File: config.mk
export PLATFORM = sky130hd
export DESIGN_NAME = pwr_mode_ctrl
export DESIGN_NICKNAME = d
export VERILOG_FILES = /design/src/rtl/pwr_pkg.sv /design/src/rtl/pwr_ctrl_reg.sv /design/src/rtl/pwr_clk_gate.sv /design/src/rtl/pwr_pin_force.sv /design/src/rtl/pwr_mode_ctrl.sv
export SDC_FILE = /design/constraint.sdc
export NUM_CORES = 1
export LEC_CHECK = 0
export ABC_AREA = 0
export BUFFER_PORTS_ARGS = -buffer_cell sky130_fd_sc_hd__buf_2
export CAP_MARGIN = 20
export CORE_AREA = 2 2 39 41
export CTS_BUF_LIST = sky130_fd_sc_hd__clkbuf_4 sky130_fd_sc_hd__clkbuf_8 sky130_fd_sc_hd__clkbuf_16
export DETAILED_ROUTE_END_ITERATION = 10
export DIE_AREA = 0 0 41 43
export GPL_TIMING_DRIVEN = 0
export PLACE_DENSITY_LB_ADDON = 0.3
export SETUP_SLACK_MARGIN = 0.5
export SLEW_MARGIN = 20
export SYNTH_ARGS = -nofsm -noshare
export SYNTH_HDL_FRONTEND = slang
export SYNTH_SLANG_ARGS = --single-unit
File: constraint.sdc
create_clock -name clk_i -period 1.4 [get_ports clk_i]
set_input_delay 0.07 -clock clk_i [delete_from_list [all_inputs] [get_ports clk_i]]
set_output_delay 0.07 -clock clk_i [all_outputs]
set_load 0.02 [all_outputs]
File: src/rtl/pwr_pkg.sv
package pwr_pkg;
  typedef enum logic [1:0] {
    MODE_RUN   = 2'd0,
    MODE_IDLE  = 2'd1,
    MODE_PDOWN = 2'd2
  } pwr_mode_e;

  localparam int IDLE_BIT  = 0;
  localparam int PDOWN_BIT = 1;
  localparam int FLAG_LSB  = 2;
endpackage

File: src/rtl/pwr_ctrl_reg.sv
module pwr_ctrl_reg
  import pwr_pkg::*;
#(
  parameter int FLAG_W = 2,
  localparam int CTRL_W = FLAG_W + 2
) (
  input  logic              clk_i,
  input  logic              rst_ni,
  input  logic              wr_en_i,
  input  logic [CTRL_W-1:0] wr_data_i,
  input  logic              irq_pending_i,
  output logic [CTRL_W-1:0] ctrl_o,
  output pwr_mode_e         mode_o
);
  logic              idle_q, pd_q;
  logic [FLAG_W-1:0] flags_q;
  logic              run;

  assign run = !idle_q && !pd_q;

  always_ff @(posedge clk_i or negedge rst_ni) begin
    if (!rst_ni) begin
      idle_q  <= 1'b0;
      pd_q    <= 1'b0;
      flags_q <= '0;
    end else if (run && wr_en_i) begin
      flags_q <= wr_data_i[FLAG_LSB +: FLAG_W];
      pd_q    <= wr_data_i[PDOWN_BIT];
      // power-down wins when both mode bits are written
      idle_q  <= wr_data_i[IDLE_BIT] && !wr_data_i[PDOWN_BIT];
    end else if (idle_q && irq_pending_i) begin
      idle_q <= 1'b0;
    end
  end

  assign ctrl_o = {flags_q, pd_q, idle_q};
  assign mode_o = pd_q ? MODE_PDOWN : (idle_q ? MODE_IDLE : MODE_RUN);

  AST_PD_HOLDS_IRQ: assert property (@(posedge clk_i) disable iff (!rst_ni)
    (pd_q && irq_pending_i) |=> pd_q);
  AST_IDLE_WAKE: assert property (@(posedge clk_i) disable iff (!rst_ni)
    (idle_q && irq_pending_i) |=> !idle_q);
  AST_WR_LOCKED: assert property (@(posedge clk_i) disable iff (!rst_ni)
    (!run && wr_en_i && !irq_pending_i) |=> $stable(ctrl_o));
  AST_FLAGS_KEPT: assert property (@(posedge clk_i) disable iff (!rst_ni)
    (!run) |=> $stable(flags_q));
  AST_MODE_EXCL: assert property (@(posedge clk_i) disable iff (!rst_ni)
    !(idle_q && pd_q));
endmodule

File: src/rtl/pwr_clk_gate.sv
module pwr_clk_gate
  import pwr_pkg::*;
#(
  parameter int NUM_PERIPH = 3
) (
  input  pwr_mode_e             mode_i,
  output logic                  cpu_ce_o,
  output logic [NUM_PERIPH-1:0] periph_ce_o
);
  assign cpu_ce_o = (mode_i == MODE_RUN);

  for (genvar g = 0; g < NUM_PERIPH; g++) begin : g_periph
    assign periph_ce_o[g] = (mode_i != MODE_PDOWN);
  end
endmodule

File: src/rtl/pwr_pin_force.sv
module pwr_pin_force
  import pwr_pkg::*;
(
  input  pwr_mode_e mode_i,
  input  logic      ext_mem_i,
  input  logic      ale_i,
  input  logic      psen_i,
  output logic      ale_o,
  output logic      psen_o,
  output logic      p0_float_o,
  output logic      p2_addr_o
);
  always_comb begin
    ale_o      = ale_i;
    psen_o     = psen_i;
    p0_float_o = 1'b0;
    p2_addr_o  = 1'b0;
    unique case (mode_i)
      MODE_IDLE: begin
        ale_o      = 1'b1;
        psen_o     = 1'b1;
        p0_float_o = ext_mem_i;
        p2_addr_o  = ext_mem_i;
      end
      MODE_PDOWN: begin
        ale_o      = 1'b0;
        psen_o     = 1'b0;
        p0_float_o = ext_mem_i;
      end
      default: ;
    endcase
  end
endmodule

File: src/rtl/pwr_mode_ctrl.sv
module pwr_mode_ctrl
  import pwr_pkg::*;
#(
  parameter int FLAG_W = 2,
  parameter int NUM_PERIPH = 3,
  localparam int CTRL_W = FLAG_W + 2
) (
  input  logic                  clk_i,
  input  logic                  rst_ni,
  input  logic                  wr_en_i,
  input  logic [CTRL_W-1:0]     wr_data_i,
  input  logic                  irq_pending_i,
  input  logic                  ext_mem_i,
  input  logic                  ale_i,
  input  logic                  psen_i,
  output logic [CTRL_W-1:0]     ctrl_o,
  output logic                  cpu_ce_o,
  output logic [NUM_PERIPH-1:0] periph_ce_o,
  output logic                  ale_o,
  output logic                  psen_o,
  output logic                  p0_float_o,
  output logic                  p2_addr_o
);
  pwr_mode_e mode;

  pwr_ctrl_reg #(.FLAG_W(FLAG_W)) u_reg (
    .clk_i, .rst_ni, .wr_en_i, .wr_data_i, .irq_pending_i,
    .ctrl_o, .mode_o(mode)
  );

  pwr_clk_gate #(.NUM_PERIPH(NUM_PERIPH)) u_gate (
    .mode_i(mode), .cpu_ce_o, .periph_ce_o
  );

  pwr_pin_force u_pins (
    .mode_i(mode), .ext_mem_i, .ale_i, .psen_i,
    .ale_o, .psen_o, .p0_float_o, .p2_addr_o
  );

  AST_CPU_NEEDS_PERIPH: assert property (@(posedge clk_i) disable iff (!rst_ni)
    cpu_ce_o |-> (&periph_ce_o));
  AST_IDLE_STROBES_HIGH: assert property (@(posedge clk_i) disable iff (!rst_ni)
    (!cpu_ce_o && (&periph_ce_o)) |-> (ale_o && psen_o));
  AST_PD_STROBES_LOW: assert property (@(posedge clk_i) disable iff (!rst_ni)
    (periph_ce_o == '0) |-> (!ale_o && !psen_o));
  AST_RUN_NO_FLOAT: assert property (@(posedge clk_i) disable iff (!rst_ni)
    cpu_ce_o |-> (!p0_float_o && !p2_addr_o));
endmodule

# Word level (Yosys, flattened, before mapping)
# Index checks and enable logic that the tools add are counted.
# word_totals
n_memories,0
rom_bits,0
out_inout_bits,12
ramBits,0
regBits,4
latch_bits,0
elab_cells,24
# op_classes
muxes,8
eq_ne,3
addsub,0
shift,0
order_cmp,0
div_mod_pow,0
multipliers,0
reduce_logical,10
n_bitwise,0
# op_table
op,n
1-bit two-way mux,5
1-bit logical AND,4
1-bit one-hot mux with 2 select lines,2
1-bit zero test,3
2-bit by 1-bit == test with 1-bit output (second input constant),1
2-bit == test (second input constant),1
2-bit zero test,1
2-bit two-way mux,1
2-bit != test (second input constant),1
2-bit nonzero test,1
2-bit OR reduction,1

# Longest topological paths before layout
# depth
ltp_word,5
depth_mapped,2

# Hierarchy
# From an unflattened synthesis, not the netlist that was laid out.
# hier_totals
hier_cells,25
area_unflattened_um2,270.3
# by_module_without_submodules
module,instances,seq_area_each_um2,area_per_inst_um2,cells_each
pwr_ctrl_reg,1,100.1,191.4,15
pwr_pin_force,1,0.0,53.8,6
pwr_clk_gate,1,0.0,25.0,4

# Least setup slack after synthesis
# Ideal clock, no wire load.
# synth_path
path_type,reg2reg
start,register u_reg.idle_q
end,register u_reg.flags_q[0]
stages_incl_launch_ff,3
setup_time_ps,125
arrival_ps,994
required_time_ps,1275
path_buffers,0
synth_period_minus_slack_ps,1119
setup_slack_ps,281
path_cell_list,dfrtp_1 nor3b_2 mux2_2
# synth_between
elab_chain_cells,3
# synth_lines
item,line_no,source
"start, declared",pwr_ctrl_reg.sv:15,"logic idle_q, pd_q;"
"start signal, assigned",pwr_ctrl_reg.sv:30,idle_q <= wr_data_i[IDLE_BIT] && !wr_data_i[PDOWN_BIT];
1-bit zero test,pwr_ctrl_reg.sv:19,assign run = !idle_q && !pd_q;
1-bit logical AND,pwr_ctrl_reg.sv:19,
1-bit logical AND,pwr_ctrl_reg.sv:26,end else if (run && wr_en_i) begin
"end signal, assigned",pwr_ctrl_reg.sv:27,flags_q <= wr_data_i[FLAG_LSB +: FLAG_W];
"end, declared",pwr_ctrl_reg.sv:16,logic [FLAG_W-1:0] flags_q;
# No other way between the ends.
# A chain may end at the register's enable or synchronous reset.

# Worst setup path in the final report
# layout_path
start,register u_reg.pd_q
end,register u_reg.flags_q[1]
# layout_between
elab_chain_cells,3
# layout_lines
item,line_no,source
"start, declared",pwr_ctrl_reg.sv:15,
"start signal, assigned",pwr_ctrl_reg.sv:28,pd_q <= wr_data_i[PDOWN_BIT];
1-bit zero test,pwr_ctrl_reg.sv:19,
1-bit logical AND,pwr_ctrl_reg.sv:19,
1-bit logical AND,pwr_ctrl_reg.sv:26,
# No other way between the ends.

==> flow_summary.toml <==
[floorplanning]
die_height_um = 43
rows = 14
io_pins = 23
core-area_mm2 = 0.00138
start_util = 0.166
dieWidth_um = 41
die_area_mm2 = 0.00176

[layout]
antenna_cells = 0
design_area_um2 = 482
mostFrequentLayoutCells = "buf_2 (13), buf_6 (8), buf_4 (7)"
fill_cells = 159
post-route-util = 0.348
area_growth_pct = 109
layout-drive-gt1-share = 0.750
nets = 65
register_area_um2 = 103
mostFrequentLayoutCell = "buf_2"
multiInputGateArea_um2 = 113

[cts]
clock_sinks = 4
clk_latency_ns = 0.23
cts_tree = "done"
numCtsBuffers = 3
clk_pin_slew_ns = 0.04
cts_max_level = 1
clk_path_buf_depth = 2
cts-root-buf = "clkbuf_4"

[power]
pwr-share-comb = 0.126
powerDensity_mw_per_mm2 = 631
internal_power_w = 0.000237
power.switching_w = 0.0000675
power_w = 0.000304
swShare = 0.222
power_frac_seq = 0.397
p_clk_frac = 0.478
power.leakage_nw = 0.252
ir_drop_mv = 0.324

[yosys]
synth_mux_area_frac = 0.0978
syn_area_um2 = 230
ys_ff_latch = 4
synthAdderAreaFrac = 0
ys_warn_count = 0
synth-xor-area-share = 0
synth_top_area_cell = "dfrtp_1"
yosys-top-cells-area = "dfrtp_1 (43%), buf_4 (13%), mux2_2 (9.8%)"
synth-simple-area-share = 0.261
synth_compound_area_frac = 0.0598
synth_nets = 35
synth.distinct_cells = 12
avgSynthCellArea_um2 = 9.59
synth_top_family_by_area = "simple AND/OR/NAND/NOR gates"
synth_top_area_frac = 0.435
syn_inst = 24
seq_area_frac_synth = 0.435

[global_routing]
grt_pass1_vias = 226
grtUsageTotal = 0.0726
grt_remaining_overflow = 0
antenna_found_initial = 0
grt_max_degree = 8
grt_pass1_wl_um = 821

[sta]
max_slew_margin = 0.819
tightest_slew_ns = 0.267
min_period_over_period = 0.838
fmax_mhz = 852
finalSetupViolCount = 0
clock_skew_ns = 0.00402
grt_setup_unrepaired = "yes"
finalMaxSlewViolations = 0
fin_setup_tns_ns = 0
hold_viol_final = 0
fin_crit_ns = 1.17

[setup_path]
critPathMaxFanout = 7
startpoint = "u_reg.pd_q"
cp.arrival_ns = 1.29
regToRegStartpoint = "u_reg.pd_q"
end_kind = "flip-flop"
required_ns = 1.51
crit_type = "flip-flop to flip-flop"
crit_path_start_kind = "flip-flop"

[drt]
wl_per_cell_um = 9.18
drt_iter0_drc = 0
routed_wl_um = 624
drc = 0
vias = 258
ant_nets = 0
firstDrtPassIters = 1
avgViaCountPerCell = 3.79

[hold_path]
hold_start = "wr_data_i[1]"
min-delay-path-class = "primary input to flip-flop"

[job]
drv_cap = 0

[placement]
postPlaceCellArea_um2 = 360
place.gp.congestion = 0.609
port_buffers = 22

[outcome]
status = "finished clean"
## final cells by class
type	count	area share
buffer	4	0.0857
sequential	4	0.213
tap	16	0.0416
timing repair buffer	25	0.366
inverter	1	0.0130
multi-input combinational	15	0.234
clock buffer	3	0.0468
## cell usage after synthesis (all sizes together)
master / number
and3: 1
buf: 4
dfrtp: 4
inv: 1
mux2: 2
nand2: 2
nor2: 5
nor2b: 1
nor3b: 1
o21ai: 1
o41ai: 1
or2b: 1
## path summary, 6_finish.rpt
path | cells after the start | slack (ns) | to
setup / recovery | 2 | 0.23 | u_reg.flags_q[1]
hold reg to reg | 1 | 0.51 | u_reg.flags_q[0]
min in group asynchronous | 2 | 0.16 | u_reg.flags_q[0]
hold / removal | 2 | 0.03 | u_reg.idle_q
max in group asynchronous | 2 | 1.11 | u_reg.pd_q
setup reg to reg | 2 | 0.23 | u_reg.flags_q[1]
## routing by layer
layer	up-vias	track usage	share of wire	wire length [um]
met3	0	0.0157	0.16	101
met2	19	0.0938	0.44	275
met5	-	0	0	0
li1	132	-	-	-
met1	107	0.0879	0.40	247
met4	0	0.0800	0	0
## registers in the layout, indices dropped and copies added, names as in the netlist
name / cells
u_reg.pd_q: 1
u_reg.idle_q: 1
u_reg.flags_q: 2
## timing repair
item / in CTS / in global routing
setup buffers: 2 / 0
resized for setup: 19 / 8
hold buffers: 1 / 0
cloned: 0 / 0
endpoints found under the hold margin: 4 / 0
pin swaps: 2 / 2
setup endpoints to repair: 13 / 14
## worst max-delay path, stage by stage (launching register included)
cell,delay [ns]
dfrtp_2,0.47
nor3b_4,0.26
mux2_4,0.32
## cells by family after synthesis
kind of cell | after synthesis
AO/OA/AOI/OAI | 2
buffers and inverters | 5
flip-flops | 4
multiplexers | 2
AND/OR/NAND/NOR | 11
## power by group through the flow
| stage | combinational [W] | clock (W) | sequential (W) |
|---|---|---|---|
| global route | 0.0000428 | 0.000157 | 0.000121 |
| floorplan | 0.00000848 | 0 | 0.000126 |
| CTS | 0.0000386 | 0.000155 | 0.000121 |
| finish | 0.0000383 | 0.000145 | 0.000121 |
| detailed placement | 0.0000336 | 0 | 0.000122 |
| global placement | 0.0000327 | 0 | 0.000122 |
## per-stage QoR
stage	hold WS (ns)	cells	worst slack (ns)
finish	0.0310	68	0.227
global route	0.0407	68	0.193
CTS	0.0271	68	0.225
detailed placement	-0.120	62	0.185
global placement	-0.121	62	0.202
floorplan	-0.226	24	0.294
Power figures use the tool's default switching activity.
